--- config.mk ---
export PLATFORM = sky130hd
export DESIGN_NAME = ssp_front
export DESIGN_NICKNAME = d
export VERILOG_FILES = /design/src/rtl/ssp_front_pkg.sv /design/src/rtl/ssp_fifo.sv /design/src/rtl/ssp_prescaler.sv /design/src/rtl/ssp_front.sv
export SDC_FILE = /design/constraint.sdc
export NUM_CORES = 1
export LEC_CHECK = 0
export ABC_CLOCK_PERIOD_IN_PS = 3300
export BUFFER_PORTS_ARGS = -buffer_cell sky130_fd_sc_hd__buf_2
export CAP_MARGIN = 10
export CORE_MARGIN = 4
export CORE_UTILIZATION = 54
export DETAILED_ROUTE_END_ITERATION = 8
export PLACE_DENSITY_LB_ADDON = 0.05
export SLEW_MARGIN = 20
export SYNTH_ARGS = -nofsm -noshare
export SYNTH_HDL_FRONTEND = slang
export SYNTH_SLANG_ARGS = --single-unit
--- constraint.sdc ---
create_clock -name clk -period 3.3 [get_ports clk]
set_input_delay 0.165 -clock clk [delete_from_list [all_inputs] [get_ports clk]]
set_output_delay 0.165 -clock clk [all_outputs]
set_load 0.02 [all_outputs]
--- src/rtl/ssp_front_pkg.sv ---
package ssp_front_pkg;
  localparam int SSP_DW = 16;

  typedef enum logic [1:0] {
    REG_DATA   = 2'd0,
    REG_STATUS = 2'd1,
    REG_PRESC  = 2'd2,
    REG_NONE   = 2'd3
  } reg_sel_e;

  // Mask that keeps the low n bits, with n clamped to 4..16.
  function automatic logic [SSP_DW-1:0] frame_mask(input logic [4:0] n);
    logic [4:0] k;
    k = n;
    if (k < 5'd4) k = 5'd4;
    if (k > 5'd16) k = 5'd16;
    return {SSP_DW{1'b1}} >> (5'd16 - k);
  endfunction

  // Even divisor: clear bit 0.
  function automatic logic [7:0] even_div(input logic [7:0] v);
    return {v[7:1], 1'b0};
  endfunction
endpackage

--- src/rtl/ssp_fifo.sv ---
module ssp_fifo #(
  parameter int W     = 16,
  parameter int DEPTH = 8
) (
  input  logic         clk,
  input  logic         rst_n,
  input  logic         push,
  input  logic         pop,
  input  logic [W-1:0] din,
  output logic [W-1:0] dout,
  output logic         empty,
  output logic         full,
  output logic         push_ok,
  output logic         pop_ok
);
  localparam int AW = (DEPTH > 1) ? $clog2(DEPTH) : 1;
  localparam int CW = AW + 1;
  localparam logic [AW-1:0] LAST = AW'(DEPTH - 1);

  logic [W-1:0]  mem [DEPTH];
  logic [AW-1:0] wp, rp;
  logic [CW-1:0] cnt;

  assign empty   = (cnt == '0);
  assign full    = (cnt == CW'(DEPTH));
  assign push_ok = push && !full;
  assign pop_ok  = pop && !empty;
  assign dout    = mem[rp];

  always_ff @(posedge clk) begin
    if (push_ok) mem[wp] <= din;
  end

  always_ff @(posedge clk or negedge rst_n) begin
    if (!rst_n) begin
      wp  <= '0;
      rp  <= '0;
      cnt <= '0;
    end else begin
      if (push_ok) wp <= (wp == LAST) ? '0 : wp + 1'b1;
      if (pop_ok)  rp <= (rp == LAST) ? '0 : rp + 1'b1;
      case ({push_ok, pop_ok})
        2'b10:   cnt <= cnt + 1'b1;
        2'b01:   cnt <= cnt - 1'b1;
        default: cnt <= cnt;
      endcase
    end
  end
endmodule

--- src/rtl/ssp_prescaler.sv ---
module ssp_prescaler #(
  parameter int DIV_W = 8
) (
  input  logic             clk,
  input  logic             rst_n,
  input  logic             div_wr,
  input  logic [DIV_W-1:0] div_in,
  output logic [DIV_W-1:0] div_q,
  output logic             tick
);
  logic [DIV_W-1:0] cnt;

  always_ff @(posedge clk or negedge rst_n) begin
    if (!rst_n) begin
      div_q <= '0;
      cnt   <= '0;
      tick  <= 1'b0;
    end else if (div_wr) begin
      div_q <= {div_in[DIV_W-1:1], 1'b0};
      cnt   <= '0;
      tick  <= 1'b0;
    end else if (div_q == '0) begin
      cnt  <= '0;
      tick <= 1'b0;
    end else if (cnt == div_q - 1'b1) begin
      cnt  <= '0;
      tick <= 1'b1;
    end else begin
      cnt  <= cnt + 1'b1;
      tick <= 1'b0;
    end
  end
endmodule

--- src/rtl/ssp_front.sv ---
module ssp_front
  import ssp_front_pkg::*;
#(
  parameter int DEPTH = 8
) (
  input  logic        clk,
  input  logic        rst_n,
  input  logic [1:0]  bus_addr,
  input  logic        bus_wr,
  input  logic        bus_rd,
  input  logic [15:0] bus_wdata,
  output logic [15:0] bus_rdata,
  input  logic [4:0]  frame_bits,
  output logic        tx_valid,
  output logic [15:0] tx_word,
  input  logic        tx_pop,
  input  logic        rx_push,
  input  logic [15:0] rx_word,
  input  logic        eng_busy,
  output logic        sck_en,
  output logic        overrun
);
  logic [SSP_DW-1:0] mask;
  logic              wr_data, rd_data, wr_presc;
  logic [SSP_DW-1:0] tx_head, rx_head;
  logic              tx_empty, tx_full, rx_empty, rx_full;
  logic              tx_push_ok, tx_pop_ok, rx_push_ok, rx_pop_ok;
  logic [7:0]        div_q;
  logic [7:0]        status;
  logic              busy;

  assign mask     = frame_mask(frame_bits);
  assign wr_data  = bus_wr && (bus_addr == REG_DATA);
  assign rd_data  = bus_rd && (bus_addr == REG_DATA);
  assign wr_presc = bus_wr && (bus_addr == REG_PRESC);

  ssp_fifo #(.W(SSP_DW), .DEPTH(DEPTH)) u_txq (
    .clk(clk), .rst_n(rst_n), .push(wr_data), .pop(tx_pop),
    .din(bus_wdata), .dout(tx_head), .empty(tx_empty), .full(tx_full),
    .push_ok(tx_push_ok), .pop_ok(tx_pop_ok)
  );

  ssp_fifo #(.W(SSP_DW), .DEPTH(DEPTH)) u_rxq (
    .clk(clk), .rst_n(rst_n), .push(rx_push), .pop(rd_data),
    .din(rx_word & mask), .dout(rx_head), .empty(rx_empty), .full(rx_full),
    .push_ok(rx_push_ok), .pop_ok(rx_pop_ok)
  );

  ssp_prescaler #(.DIV_W(8)) u_presc (
    .clk(clk), .rst_n(rst_n), .div_wr(wr_presc), .div_in(bus_wdata[7:0]),
    .div_q(div_q), .tick(sck_en)
  );

  assign tx_valid = !tx_empty;
  assign tx_word  = tx_head & mask;
  assign busy     = eng_busy || !tx_empty;
  assign status   = {3'b000, busy, rx_full, !rx_empty, !tx_full, tx_empty};

  always_ff @(posedge clk or negedge rst_n) begin
    if (!rst_n)                overrun <= 1'b0;
    else if (rx_push && rx_full) overrun <= 1'b1;
  end

  always_comb begin
    case (bus_addr)
      REG_DATA:   bus_rdata = rx_empty ? '0 : rx_head;
      REG_STATUS: bus_rdata = {8'h00, status};
      REG_PRESC:  bus_rdata = {8'h00, div_q};
      default:    bus_rdata = '0;
    endcase
  end
endmodule

* Word-level counts from Yosys, hierarchy flattened
Memory sizes are Yosys's and may differ from the RTL's.
Index checks and enable logic that the tools add are counted.
** Cells by class
- Add/sub/neg operators :: 11
- Order comparisons :: 2
- Eq/ne operators :: 13
- Shift-type cells :: 1
- Muxes and demuxes :: 20
- Bitwise operators :: 2
- Reductions and logical operators :: 19
** Operator list (number)
- case mux 16 bit (3 select lines) :: 1
- AND 16 bit :: 2
- 2-to-1 mux 8 bit :: 3
- 2-to-1 mux 16 bit :: 1
- case mux 4 bit (2 select lines) :: 2
- >> shifter 16 x 5 -> 16 bit (first input constant) :: 1
- adder 3 x 1 -> 3 bit (second input constant) :: 4
- == test 3 bit (second input constant) :: 4
- 2-to-1 mux 3 bit :: 4
- 2-to-1 mux 5 bit :: 2
- adder 4 x 1 -> 4 bit (second input constant) :: 2
- adder 8 x 1 -> 8 bit (second input constant) :: 1
- == test 4 bit (second input constant) :: 2
- == test 8 bit :: 1
- logical AND 1 bit :: 8
- zero test 4 bit :: 2
- zero test 8 bit :: 1
- subtractor 4 x 1 -> 4 bit (second input constant) :: 2
- subtractor 8 x 1 -> 8 bit (second input constant) :: 1
- 2-to-1 mux 1 bit :: 7
- == test 2 x 1 -> 1 bit (second input constant) :: 3
- == test 2 bit (second input constant) :: 3
- > comparator 5 bit (second input constant) :: 1
- < comparator 5 x 3 -> 1 bit (second input constant) :: 1
- 5 further kinds :: 9
** Word-level totals
- Register bits :: 37
- Memory bits (writable) :: 256
- Input port bits :: 46
- Output and inout port bits :: 35
- Word-level logic and storage cells :: 80
- Memories kept :: 2
** Memory list
- u_rxq.mem :: words 8, bits a word 16, rd ports 1, clocked after Yosys merged registers in 0, wr ports 1, line ssp_fifo.sv:20 : logic [W-1:0] mem [DEPTH];
- u_txq.mem :: words 8, bits a word 16, rd ports 1, clocked after Yosys merged registers in 0, wr ports 1, line ssp_fifo.sv:20

* Depth between registers and ports, before layout
Gate-level depths: netlist (run 1).
- Depth after elaboration :: 7
- Mapped depth :: 10
- Depth with buffers taken out :: 9

* By module
Synthesis (run 1) repeated with hierarchy kept, for this count alone.
** Unflattened totals
- Cell total of the unflattened synthesis :: 701
- Area, all modules :: 12853.6 µm²
** By module, submodules not included
- ssp_fifo (u_rxq) :: times used 1, cells each 255, area each 5616.6 µm², seq. area each 4093.9 µm²
- ssp_fifo (u_txq) :: times used 1, cells each 255, area each 5607.9 µm², seq. area each 4093.9 µm²
- ssp_prescaler :: times used 1, cells each 84, area each 898.4 µm², seq. area each 400.4 µm²
- ssp_front :: times used 1, cells each 107, area each 730.7 µm², seq. area each 25.0 µm²

* Worst setup path before layout (run 1)
No wires, ideal clock.
- Path type :: flip-flop to flip-flop
- Start :: register u_txq.cnt[3]
- End :: memory u_txq.mem[1][0], enable pin
- Library setup time :: 436 ps
- Arrival :: 2792 ps
- Data required time :: 2864 ps
- Slack :: 72 ps
- Cell stages (with the launch flop) :: 5
- Buffers on the path :: 0
- Period minus slack after synthesis :: 3228 ps
- Cell sequence :: dfrtp_1 -> nor4b_1 -> nor4b_4 -> inv_1 -> nor4b_1
** On the way
- Cells in the longest elaborated chain, start to end :: 5
** RTL lines
- start: declaration :: line ssp_fifo.sv:22 : logic [CW-1:0] cnt;
- start signal: assignment :: line ssp_fifo.sv:43 : 2'b10: cnt <= cnt + 1'b1;
- start signal: assignment :: line ssp_fifo.sv:44 : 2'b01: cnt <= cnt - 1'b1;
- start signal: assignment :: line ssp_fifo.sv:45 : default: cnt <= cnt;
- == test 4 bit :: line ssp_fifo.sv:25 : assign full = (cnt == CW'(DEPTH));
- zero test 1 bit :: line ssp_fifo.sv:26 : assign push_ok = push && !full;
- logical AND 1 bit :: line ssp_fifo.sv:26
- 2-to-1 mux 1 bit :: line ssp_fifo.sv:31 : if (push_ok) mem[wp] <= din;
- 2-to-1 mux 1 bit (implied by the code) :: line ssp_fifo.sv:31
- end: declaration :: line ssp_fifo.sv:20
Every way passes these cells.

* Worst setup path after layout (run 1)
- Start :: register u_txq.rp[0]
- End :: output tx_word[4]
** On the way
- Cells in the longest elaborated chain, start to end :: 2
** RTL lines
- start: declaration :: line ssp_fifo.sv:21 : logic [AW-1:0] wp, rp;
- start signal: assignment :: line ssp_fifo.sv:41 : if (pop_ok) rp <= (rp == LAST) ? '0 : rp + 1'b1;
- memory (8 x 16 bit)
- AND 16 bit :: line ssp_front.sv:55 : assign tx_word = tx_head & mask;
- end: declaration :: line ssp_front.sv:15 : output logic [15:0] tx_word,
Every way passes these cells.

==> results of run 1 <==
## final cells by class
cell class,count,area (um^2)
sequential,293,8620
tap,280,350
multi-input combinational,337,3520
timing repair buffer,126,803
clock buffer,41,813
clock inverter,15,193
fill,1581,7730
inverter,18,67.6
## power by group
part | internal [uW] | leakage [uW] | switching (uW) | total, uW
Combinational | 1590 | 0.00189 | 1620 | 3220
Sequential | 4530 | 0.00278 | 562 | 5090
Clock | 2040 | 0.000484 | 1360 | 3400
## critical path: cells and delay by family (launching register included)
kind                   cells  cell delay [ns]
AOI/OAI and AO/OA          1             0.18
buffers and inverters      1             0.24
DFF                        1             0.89
muxes                      2             0.88
## registers in the layout, indices dropped and copies added (netlist names), 3 cells and up
| register | count |
|---|---|
| u_rxq.cnt | 4 |
| u_txq.cnt | 4 |
| u_rxq.wp | 3 |
| u_txq.wp | 3 |
| u_txq.rp | 3 |
| u_presc.div_q | 7 |
| u_txq.mem | 128 |
| u_rxq.mem | 128 |
| u_rxq.rp | 3 |
| u_presc.cnt | 8 |
## cell families after synthesis
family,share of synthesized area (%)
flip-flops,70.0
AND/OR/NAND/NOR,5.74
multiplexers,15.9
AO/OA/AOI/OAI,2.47
buffers and inverters,1.83
adder cells (fa/ha/maj),2.46
XOR/XNOR,1.56
## stage by stage
stage	worst slack [ns]	power (uW)
final	0.395	11700
after floorplan	0.0720	7370
after global routing	0.233	12300
after detailed placement	0.527	8420
after CTS	0.330	11900
after global placement	0.752	8310
## routing by layer
layer / track usage [%] / share of wire, % / vias up
li1: - / - / 2937
met1: 27.7 / 41 / 3354
met2: 36.6 / 53 / 145
met3: 3.34 / 4.2 / 55
met4: 5.33 / 2.5 / 4
met5: 0 / 0.080 / -
## synthesized netlist by cell type, types with 2 or more instances
library cell               instances
sky130_fd_sc_hd__a21o_1            6
sky130_fd_sc_hd__a21oi_1           3
sky130_fd_sc_hd__a31oi_1           7
sky130_fd_sc_hd__buf_1             2
sky130_fd_sc_hd__buf_2            12
sky130_fd_sc_hd__buf_4             3
sky130_fd_sc_hd__buf_6             4
sky130_fd_sc_hd__clkbuf_1          6
sky130_fd_sc_hd__dfrtp_1          37
sky130_fd_sc_hd__edfxtp_1        256
sky130_fd_sc_hd__fa_1              2
sky130_fd_sc_hd__ha_1             21
sky130_fd_sc_hd__inv_1            18
sky130_fd_sc_hd__mux2_2           14
sky130_fd_sc_hd__mux2i_1          36
sky130_fd_sc_hd__mux4_2           64
sky130_fd_sc_hd__nand2_1          29
sky130_fd_sc_hd__nand2b_1          7
sky130_fd_sc_hd__nand3_1           5
sky130_fd_sc_hd__nor2_1           37
sky130_fd_sc_hd__nor2b_1          11
sky130_fd_sc_hd__nor3_1           15
sky130_fd_sc_hd__nor3b_1           9
sky130_fd_sc_hd__nor4_1            2
sky130_fd_sc_hd__nor4b_1           3
sky130_fd_sc_hd__o21a_1            6
sky130_fd_sc_hd__o21ai_0          15
sky130_fd_sc_hd__o31a_1            2
sky130_fd_sc_hd__or2_2             2
sky130_fd_sc_hd__or4_1             2
sky130_fd_sc_hd__xnor2_1          15
sky130_fd_sc_hd__xor2_1            5
## final timing paths
path                                           from                        to  cells past startpoint
max in group asynchronous                     rst_n   u_txq.rp[0]$_DFFE_PN0P_                      2
min reg2reg                     overrun$_DFFE_PN0P_       overrun$_DFFE_PN0P_                      1
max reg2reg                u_txq.cnt[0]$_DFFE_PN0P_  u_txq.cnt[3]$_DFFE_PN0P_                      9
min in group asynchronous                     rst_n  u_presc.cnt[2]$_DFF_PN0_                      2
min                                          bus_rd   u_rxq.rp[1]$_DFFE_PN0P_                      3
max                         u_txq.rp[0]$_DFFE_PN0P_                tx_word[4]                      4
==> implementation parameters, run 1 <==
Parameter                              Value

Outcome
  Status ... finished, final reports clean

Worst setup path
  Critical-path cell list ... mux4_2 > mux2i_1 > a21oi_1 > buf_2
  Master of the slowest instance on the critical path ... sky130_fd_sc_hd__dfrtp_2
  Crit path capture type ... output port
  CP Launch Type ... register
  Worst-path maximum fanout ... 23
  Slowest cell delay on critical path ... about 0.89 ns
  Reg2reg setup slack ... roughly 0.54 ns
  Worst endpoint required time ... roughly 3.1 ns
  Worst setup path class ... reg -> out
  Arrival time worst endpoint ... roughly 2.7 ns

Power
  PD cells ... around 800 nW/um^2
  Static Leak ... 0.00516 uW
  Peak VDD IR ... 570 uV

GRT
  Number of global-route vias before repair ... approximately 7000
  Overall routing resource usage ... between 20% and 30%
  Global route overflow ... 0
  Pin count of the biggest net entering global routing ... 38
  Number of antenna violations at the first check in global routing ... 2
  First-pass GRT wire length ... just over 40000 um

Clock network
  Post-CTS clock slew at the launch and capture registers of the worst setup and hold paths ... about 0.06 ns
  H-tree depth reported by CTS ... 1
  Maximum clock path buffer count ... 3
  Root buf cell ... sky130_fd_sc_hd__clkbuf_16
  TritonCTS clock tree ... yes
  Number of clock buffers inserted by TritonCTS ... 30
  Hold-fix buffers at CTS ... 18
  Clock Sinks ... a little under 300
  Resized Gates After CTS ... 0
  Worst-Skew Late Latency ... between 0.5 and 0.6 ns
  Setup repair bufs after CTS ... 0

Yosys
  Number of cells produced by synthesis ... slightly below 700
  Syn nets ... 744
  Number of distinct library cell variants in the gate-level netlist after synthesis ... a little over 50
  Share of Yosys cell area claimed by the top area cell type ... a little over three fifths
  Most used flip-flop cell after synthesis ... sky130_fd_sc_hd__edfxtp_1
  Top post-synthesis cells by area ... sky130_fd_sc_hd__edfxtp_1, sky130_fd_sc_hd__mux4_2, sky130_fd_sc_hd__dfrtp_1
  Sequential cell area fraction in the yosys report ... 70.0%
  Number of storage elements in the synthesis netlist ... between 200 and 300
  Count of yosys warnings during synthesis ... 0
  Post-synthesis cell type with the largest combined area ... sky130_fd_sc_hd__edfxtp_1
  Post-synthesis instance area ... around 12000 um^2
  Asr flop ratio synth ... about an eighth
  Number of enable flip-flop cells after synthesis ... ~260
  Synthesized area per cell ... between 15 and 20 um^2

Route
  Routed wirelength normalized by instance count ... about 24 um
  Total wirelength of the detailed-routed design ... around 26000 um
  Vias per cell ... slightly below 6
  Number of vias in the routed layout ... between 6000 and 7000
  Residual DRC count ... 0
  Iteration-0 DRC count of the detailed router ... approximately 350
  Remaining number of nets flagged by the antenna check after routing ... 0
  Initial DRT Pass Iterations ... 5

Timing
  Setup tns final ... 0 ns
  Final max-slew violation count ... 0
  Final critical-path required period ... 2.91 ns
  Clock tree skew after final layout ... between 0.008 and 0.009 ns
  Period utilisation layout ... around nine tenths
  Transition time at the pin with the least slew margin ... 0.960 ns
  Slew headroom ... roughly 36%
  Number of setup violations in the final report ... 0
  Total count of hold-check failures in the final report ... 0
  Max Clock Freq ... about 0.34 GHz
  Worst hold slack ... between 0.05 and 0.06 ns
  Unrepaired setup endpoints after global routing ... no

Job
  Max-capacitance violation count ... 0

Place
  Last weighted congestion value of the routability-driven placer ... 0.802
  Number of buffers inserted by port buffering ... 80
  HPWL Detailed ... 17300 um
  Post-Place Cell Area ... 13200 um^2
  Placed Cells ... a little over 1000

Final layout
  Ant diodes ... 0
  Synth-to-Final Area Change ... 16.8%
  Area of all placed cells without fillers ... about 14000 um^2
  Finished Layout Cells ... approximately 1100
  Most frequent standard cell in the layout excluding fill and tap cells ... sky130_fd_sc_hd__edfxtp_1
  Final core utilization ... between 60 and 70%
  Fraction of layout cells with a size suffix above 1 ... ~30%
  Commonest cells after routing, fill and taps aside ... sky130_fd_sc_hd__edfxtp_1, sky130_fd_sc_hd__buf_2, sky130_fd_sc_hd__mux4_2
  Final net count ... around 880

Floorplan
  Vertical extent of the die ... approximately 160 um
  Starting density of the core ... approximately 56%
  Die area ... between 20000 and 30000 um^2
  Width of the chip ... about 160 um
  Core area ... about 22000 um^2
  Number of primary I/O pins ... 81
  Count of standard-cell rows ... 54

Hold path
  Hold crit path type ... in -> reg
Power figures use the tool's default switching activity.
==> run 2: changes to the inputs <==
--- a/config.mk
+++ b/config.mk
@@ -9,8 +9,9 @@
 export BUFFER_PORTS_ARGS = -buffer_cell sky130_fd_sc_hd__buf_2
 export CAP_MARGIN = 10
 export CORE_MARGIN = 4
-export CORE_UTILIZATION = 54
+export CORE_UTILIZATION = 25
 export DETAILED_ROUTE_END_ITERATION = 8
+export HOLD_SLACK_MARGIN = 0.06
 export PLACE_DENSITY_LB_ADDON = 0.05
 export SLEW_MARGIN = 20
 export SYNTH_ARGS = -nofsm -noshare
==> run 2 against run 1 <==
Against the previous run: die area grew 110%; sequential power shrank 2%; clock skew shrank 0.00096 ns; final cell count grew 36%; via count grew 0.62%; sequential cell count is the same; non-clock buffer count grew 2; power grew 4.0%; fmax grew 3.2%; register-to-register slack gained 0.02 ns; first-iteration DRC count shrank 14%; final area grew 4.3%; largest power group unchanged.
==> implementation parameters, run 2 (synthesis gave the netlist of run 1 again) <==
Parameter                              Value

Power
  PD cells ... 813 nW/um^2 (-0.33%)
  Peak VDD IR ... 328 uV (-42%)
  Static Leak ... 0.00523 uW (+1.5%)

Floorplan
  Count of standard-cell rows ... 81 (+50%)
  Number of primary I/O pins ... 81 (unchanged)
  Core area ... 48700 um^2 (+120%)
  Vertical extent of the die ... 230 um (+45%)
  Starting density of the core ... 25.2% (-30 points)
  Die area ... 52800 um^2 (+110%)
  Width of the chip ... 230 um (+45%)

GRT
  Global route overflow ... 0 (unchanged)
  Pin count of the biggest net entering global routing ... 38 (unchanged)
  Number of global-route vias before repair ... 7203 (+2.8%)
  Overall routing resource usage ... 12.8% (-8.1 points)
  First-pass GRT wire length ... 49400 um (+21%)
  Number of antenna violations at the first check in global routing ... 2 (unchanged)

Route
  Residual DRC count ... 0 (unchanged)
  Remaining number of nets flagged by the antenna check after routing ... 0 (unchanged)
  Initial DRT Pass Iterations ... 5 (unchanged)
  Routed wirelength normalized by instance count ... 22.4 um (-4.9%)
  Iteration-0 DRC count of the detailed router ... 300 (-14%)
  Number of vias in the routed layout ... 6535 (+0.62%)
  Total wirelength of the detailed-routed design ... 33700 um (+29%)
  Vias per cell ... 4.33 (-26%)

Worst setup path
  CP Launch Type ... register
  Worst endpoint required time ... 3.13 ns (about the same)
  Arrival time worst endpoint ... 2.65 ns (-0.09 ns)
  Worst setup path class ... reg -> out
  Crit path capture type ... output port
  Worst-path maximum fanout ... 19 (-17%)

Clock network
  Worst-Skew Late Latency ... 0.53 ns (about the same)
  TritonCTS clock tree ... yes
  Clock Sinks ... 293 (unchanged)
  Post-CTS clock slew at the launch and capture registers of the worst setup and hold paths ... 0.06 ns (about the same)
  H-tree depth reported by CTS ... 2 (+1)
  Root buf cell ... sky130_fd_sc_hd__clkbuf_16
  Maximum clock path buffer count ... 3 (unchanged)
  Number of clock buffers inserted by TritonCTS ... 37 (+23%)

Timing
  Total count of hold-check failures in the final report ... 0 (unchanged)
  Max Clock Freq ... 0.355 GHz (+3.2%)
  Final max-slew violation count ... 0 (unchanged)
  Number of setup violations in the final report ... 0 (unchanged)
  Slew headroom ... 27.4% (-8.4 points)
  Period utilisation layout ... 85.3% (-2.7 points)
  Final critical-path required period ... 2.81 ns (-0.0903 ns)
  Transition time at the pin with the least slew margin ... 1.07 ns (+0.107 ns)
  Unrepaired setup endpoints after global routing ... no
  Clock tree skew after final layout ... 0.00707 ns (-0.000963 ns)
  Setup tns final ... 0 ns (unchanged)

Place
  Post-Place Cell Area ... 13700 um^2 (+3.8%)
  Last weighted congestion value of the routability-driven placer ... 0.711 (-11%)
  HPWL Detailed ... 21600 um (+25%)
  Number of buffers inserted by port buffering ... 80 (unchanged)

Final layout
  Final net count ... 884 (+1.0%)
  Regs by FF count ... u_rxq.mem x128, u_txq.mem x128, u_presc.cnt x8
  Fraction of layout cells with a size suffix above 1 ... 30.2% (+0.25 points)
  Commonest cells after routing, fill and taps aside ... sky130_fd_sc_hd__edfxtp_1, sky130_fd_sc_hd__buf_2, sky130_fd_sc_hd__mux4_2
  Area of all placed cells without fillers ... 15000 um^2 (+4.3%)
  Most frequent standard cell in the layout excluding fill and tap cells ... sky130_fd_sc_hd__edfxtp_1
  Final core utilization ... 30.7% (-34 points)
  Synth-to-Final Area Change ... 21.8%

Hold path
  Hold crit path type ... in -> reg

Job
  Max-capacitance violation count ... 0 (unchanged)

Outcome
  Status ... finished, final reports clean
==> run 2: power breakdown <==
part	leakage (uW)	switching (uW)	internal, uW
Sequential	0.00278	438	4540
Combinational	0.00190	1890	1600
Clock	0.000546	1530	2180
==> run 2: timing repair <==
action | 4_1_cts | 5_1_grt
endpoints found under the hold margin | 175 | 0
gates resized for setup | 0 | 0
buffers inserted | 0 | 0
hold buffers | 19 | 0
==> run 2: worst paths after layout <==
kind | endpoint | from | cells past startpoint | slack, ns
setup reg to reg | u_txq.cnt[3]$_DFFE_PN0P_ | u_txq.cnt[0]$_DFFE_PN0P_ | 9 | 0.56
hold reg to reg | overrun$_DFFE_PN0P_ | overrun$_DFFE_PN0P_ | 1 | 0.45
hold / removal | u_rxq.rp[0]$_DFFE_PN0P_ | bus_rd | 3 | 0.11
max in group asynchronous | u_rxq.rp[0]$_DFFE_PN0P_ | rst_n | 2 | 2.35
min in group asynchronous | u_txq.wp[2]$_DFFE_PN0P_ | rst_n | 2 | 0.30
setup / recovery | bus_rdata[2] | u_rxq.rp[0]$_DFFE_PN0P_ | 5 | 0.49
==> run 2: layout make-up <==
cell class / instances / area, um^2
Fill cell: 4795 / 33800
Tap cell: 664 / 831
Timing Repair Buffer: 128 / 833
Clock buffer: 50 / 1030
Inverter: 18 / 67.6
Clock inverter: 17 / 88.8
Multi-Input combinational cell: 337 / 3520
Sequential cell: 293 / 8620
Antenna cell: 1 / 2.50
==> run 2: layer usage <==
layer / global-route usage (%) / share of wire [%] / wire length (um)
met5: 0 / 0 / 0
met4: 3.01 / 1.8 / 623
met3: 2.65 / 3.2 / 1070
met2: 23.0 / 52 / 17600
met1: 15.9 / 43 / 14400
==> run 2: worst max-delay path, stage by stage, from the launching register on <==
cell                      delay [ns]
sky130_fd_sc_hd__dfrtp_2        0.79
sky130_fd_sc_hd__mux4_2         0.59
sky130_fd_sc_hd__mux2_2         0.30
sky130_fd_sc_hd__o21ai_0        0.15
sky130_fd_sc_hd__o21ai_1        0.09
sky130_fd_sc_hd__buf_2          0.17
==> run 2: metrics by stage <==
step | hold slack (ns) | power (uW) | instances | worst slack [ns]
detailed placement | 0.382 | 8680 | 1421 | 0.544
finish | 0.107 | 12200 | 1508 | 0.485
global placement | 0.342 | 8630 | 1421 | 0.690
CTS | 0.0723 | 12500 | 1507 | 0.294
global route | 0.112 | 12900 | 1508 | 0.260
floorplan | -0.131 | 7370 | 675 | 0.0720
==> run 3: changes to the inputs <==
--- a/config.mk
+++ b/config.mk
@@ -13,7 +13,8 @@
 export DETAILED_ROUTE_END_ITERATION = 8
 export HOLD_SLACK_MARGIN = 0.06
 export PLACE_DENSITY_LB_ADDON = 0.05
-export SLEW_MARGIN = 20
+export RECOVER_POWER = 25
+export REMOVE_ABC_BUFFERS = 1
 export SYNTH_ARGS = -nofsm -noshare
 export SYNTH_HDL_FRONTEND = slang
 export SYNTH_SLANG_ARGS = --single-unit
==> run 3 against run 2 <==
Against the previous run: the flow now finishes with violations (capacitance limit, slew limit); wire length is 1.6% higher; critical path type unchanged; sequential power hardly changed; first-iteration DRC count is 1.0% lower; via count is 0.58% higher; combinational power hardly changed; highest routed layer is now met5; largest power group unchanged; global-route usage is 0.30 points higher.
==> implementation parameters, run 3 (synthesis gave the netlist of run 1 again) <==
Parameter                              Value

Route
  Vias per cell ... 4.37 (+0.78%)
  Iteration-0 DRC count of the detailed router ... 297 (-1.0%)
  Remaining number of nets flagged by the antenna check after routing ... 0 (unchanged)
  Number of vias in the routed layout ... 6573 (+0.58%)
  Routed wirelength normalized by instance count ... 22.8 um (+1.8%)
  Total wirelength of the detailed-routed design ... 34300 um (+1.6%)
  Residual DRC count ... 0 (unchanged)
  Initial DRT Pass Iterations ... 4 (-1)

Place
  Post-Place Cell Area ... 13700 um^2 (about the same)
  Placed Cells ... 1424 (+0.21%)
  Last weighted congestion value of the routability-driven placer ... 0.736 (+3.5%)
  Number of buffers inserted by port buffering ... 80 (unchanged)
  HPWL Detailed ... 22400 um (+3.4%)

Power
  Peak VDD IR ... 300 uV (-8.7%)
  PD cells ... 810 nW/um^2 (-0.36%)
  Static Leak ... 0.00516 uW (-1.4%)
  Power, Total ... 12100 uW (-0.89%)

Final layout
  Fraction of layout cells with a size suffix above 1 ... 28.3% (-1.9 points)
  Area of all placed cells without fillers ... 14900 um^2 (-0.53%)
  Synth-to-Final Area Change ... 21.2%
  Fillcell total ... 4812 (+0.35%)
  Final net count ... 886 (+0.23%)
  Ant diodes ... 0 (-1)
  Commonest cells after routing, fill and taps aside ... sky130_fd_sc_hd__edfxtp_1, sky130_fd_sc_hd__mux4_2, sky130_fd_sc_hd__buf_2
  Finished Layout Cells ... 1505 (-0.20%)
  Most frequent standard cell in the layout excluding fill and tap cells ... sky130_fd_sc_hd__edfxtp_1
  Regs by FF count ... u_rxq.mem x128, u_txq.mem x128, u_presc.cnt x8

Clock network
  Number of clock buffers inserted by TritonCTS ... 36 (-2.7%)
  Root buf cell ... sky130_fd_sc_hd__clkbuf_16
  Clock Sinks ... 293 (unchanged)
  TritonCTS clock tree ... yes
  H-tree depth reported by CTS ... 2 (unchanged)
  Maximum clock path buffer count ... 3 (unchanged)
  Post-CTS clock slew at the launch and capture registers of the worst setup and hold paths ... 0.05 ns (about the same)
  Worst-Skew Late Latency ... 0.54 ns (about the same)

Floorplan
  Number of primary I/O pins ... 81 (unchanged)
  Core area ... 48700 um^2 (unchanged)
  Count of standard-cell rows ... 81 (unchanged)
  Width of the chip ... 230 um (unchanged)
  Die area ... 52800 um^2 (unchanged)
  Starting density of the core ... 25.2% (unchanged)
  Vertical extent of the die ... 230 um (unchanged)

Worst setup path
  Crit path capture type ... output port
  Worst Reg-to-Reg Cells ... 9 (unchanged)
  Worst endpoint required time ... 3.13 ns (about the same)
  Arrival time worst endpoint ... 2.72 ns (+0.07 ns)
  CP Launch Type ... register
  Worst-path maximum fanout ... 24 (+5)
  Worst setup path class ... reg -> out

GRT
  Most Used Layer, Global Route ... met2
  Pin count of the biggest net entering global routing ... 38 (unchanged)
  Overall routing resource usage ... 13.1% (+0.30 points)
  Routing usage on met2 ... 23.0% (about the same)
  Number of antenna violations at the first check in global routing ... 2 (unchanged)
  GR Layer Usage met1 ... 16.4% (+0.56 points)
  Met3 layer usage reported by global route ... 2.35% (-0.30 points)
  First-pass GRT wire length ... 50400 um (+2.0%)
  Global route overflow ... 0 (unchanged)
  Number of global-route vias before repair ... 7292 (+1.2%)

Outcome
  Status ... finished with violations
  Failing checks ... capacitance limit, slew limit

Timing
  Unrepaired setup endpoints after global routing ... no
  Total count of hold-check failures in the final report ... 0 (unchanged)
  Final critical-path required period ... 2.88 ns (+0.0700 ns)
  Final max-slew violation count ... 38 (+38)
  Transition time at the pin with the least slew margin ... 2.29 ns (+1.22 ns)
  Worst hold slack ... 0.0866 ns (-0.0206 ns)
  Period utilisation layout ... 87.4% (+2.1 points)
  Clock tree skew after final layout ... 0.0210 ns (+0.0139 ns)
  Number of setup violations in the final report ... 0 (unchanged)
  Setup tns final ... 0 ns (unchanged)
  Slew headroom ... -52.6% (-80 points)
  Max Clock Freq ... 0.347 GHz (-2.4%)

Job
  Max-capacitance violation count ... 1 (+1)

Hold path
  Hold crit path type ... in -> reg
  Cell depth of the worst min-delay path ... 3 (unchanged)
-- run 3: routing by layer --
metal | vias to the layer above | wire length, um
met4 | 2 | 844
met2 | 119 | 17600
met1 | 3446 | 14600
met5 | - | 8
met3 | 56 | 1250
li1 | 2950 | -
-- run 3: timing repair --
| action | in CTS | in global routing |
|---|---|---|
| hold buffers | 19 | 0 |
| setup buffers | 0 | 0 |
| hold endpoints to repair | 174 | 0 |
| gates resized for setup | 0 | 0 |
-- run 3: worst paths after layout --
| check | from | to | slack, ns |
|---|---|---|---|
| max reg2reg | u_txq.cnt[0]$_DFFE_PN0P_ | u_txq.cnt[3]$_DFFE_PN0P_ | 0.57 |
| min reg2reg | overrun$_DFFE_PN0P_ | overrun$_DFFE_PN0P_ | 0.46 |
| max in group asynchronous | rst_n | u_rxq.rp[0]$_DFFE_PN0P_ | 0.94 |
| min | rx_word[12] | u_rxq.mem[6][12]$_DFFE_PP_ | 0.09 |
| min in group asynchronous | rst_n | u_txq.wp[2]$_DFFE_PN0P_ | 0.86 |
| max | u_rxq.rp[1]$_DFFE_PN0P_ | bus_rdata[1] | 0.42 |
-- run 3: final cells by class --
class / count / area [um^2] / area share, %
Clock inverter: 16 / 87.6 / 0.588
Timing Repair Buffer: 131 / 808 / 5.42
Inverter: 18 / 67.6 / 0.453
Multi-Input combinational cell: 337 / 3510 / 23.6
Tap cell: 664 / 831 / 5.57
Clock buffer: 46 / 981 / 6.58
Sequential cell: 293 / 8620 / 57.8
-- run 3: worst max-delay path, cell delays in order, from the launching register on --
cell,delay (ns)
sky130_fd_sc_hd__dfrtp_1,0.68
sky130_fd_sc_hd__buf_4,0.47
sky130_fd_sc_hd__mux4_2,0.36
sky130_fd_sc_hd__mux2i_1,0.15
sky130_fd_sc_hd__nor2_1,0.08
sky130_fd_sc_hd__a221o_1,0.29
sky130_fd_sc_hd__buf_2,0.16
-- run 3: power breakdown --
group | internal (uW) | switching, uW
Clock | 2100 | 1530
Combinational | 1590 | 1880
Sequential | 4540 | 443
Total | 8220 | 3850
-- run 3: metrics by stage --
step | worst slack [ns] | util (%)
3_3_place_gp | 0.649 | 28.0
4_1_cts | 0.274 | 30.6
2_1_floorplan | 0.0721 | -
3_5_place_dp | 0.543 | 28.0
6_report | 0.415 | 30.6
5_1_grt | 0.214 | 30.6
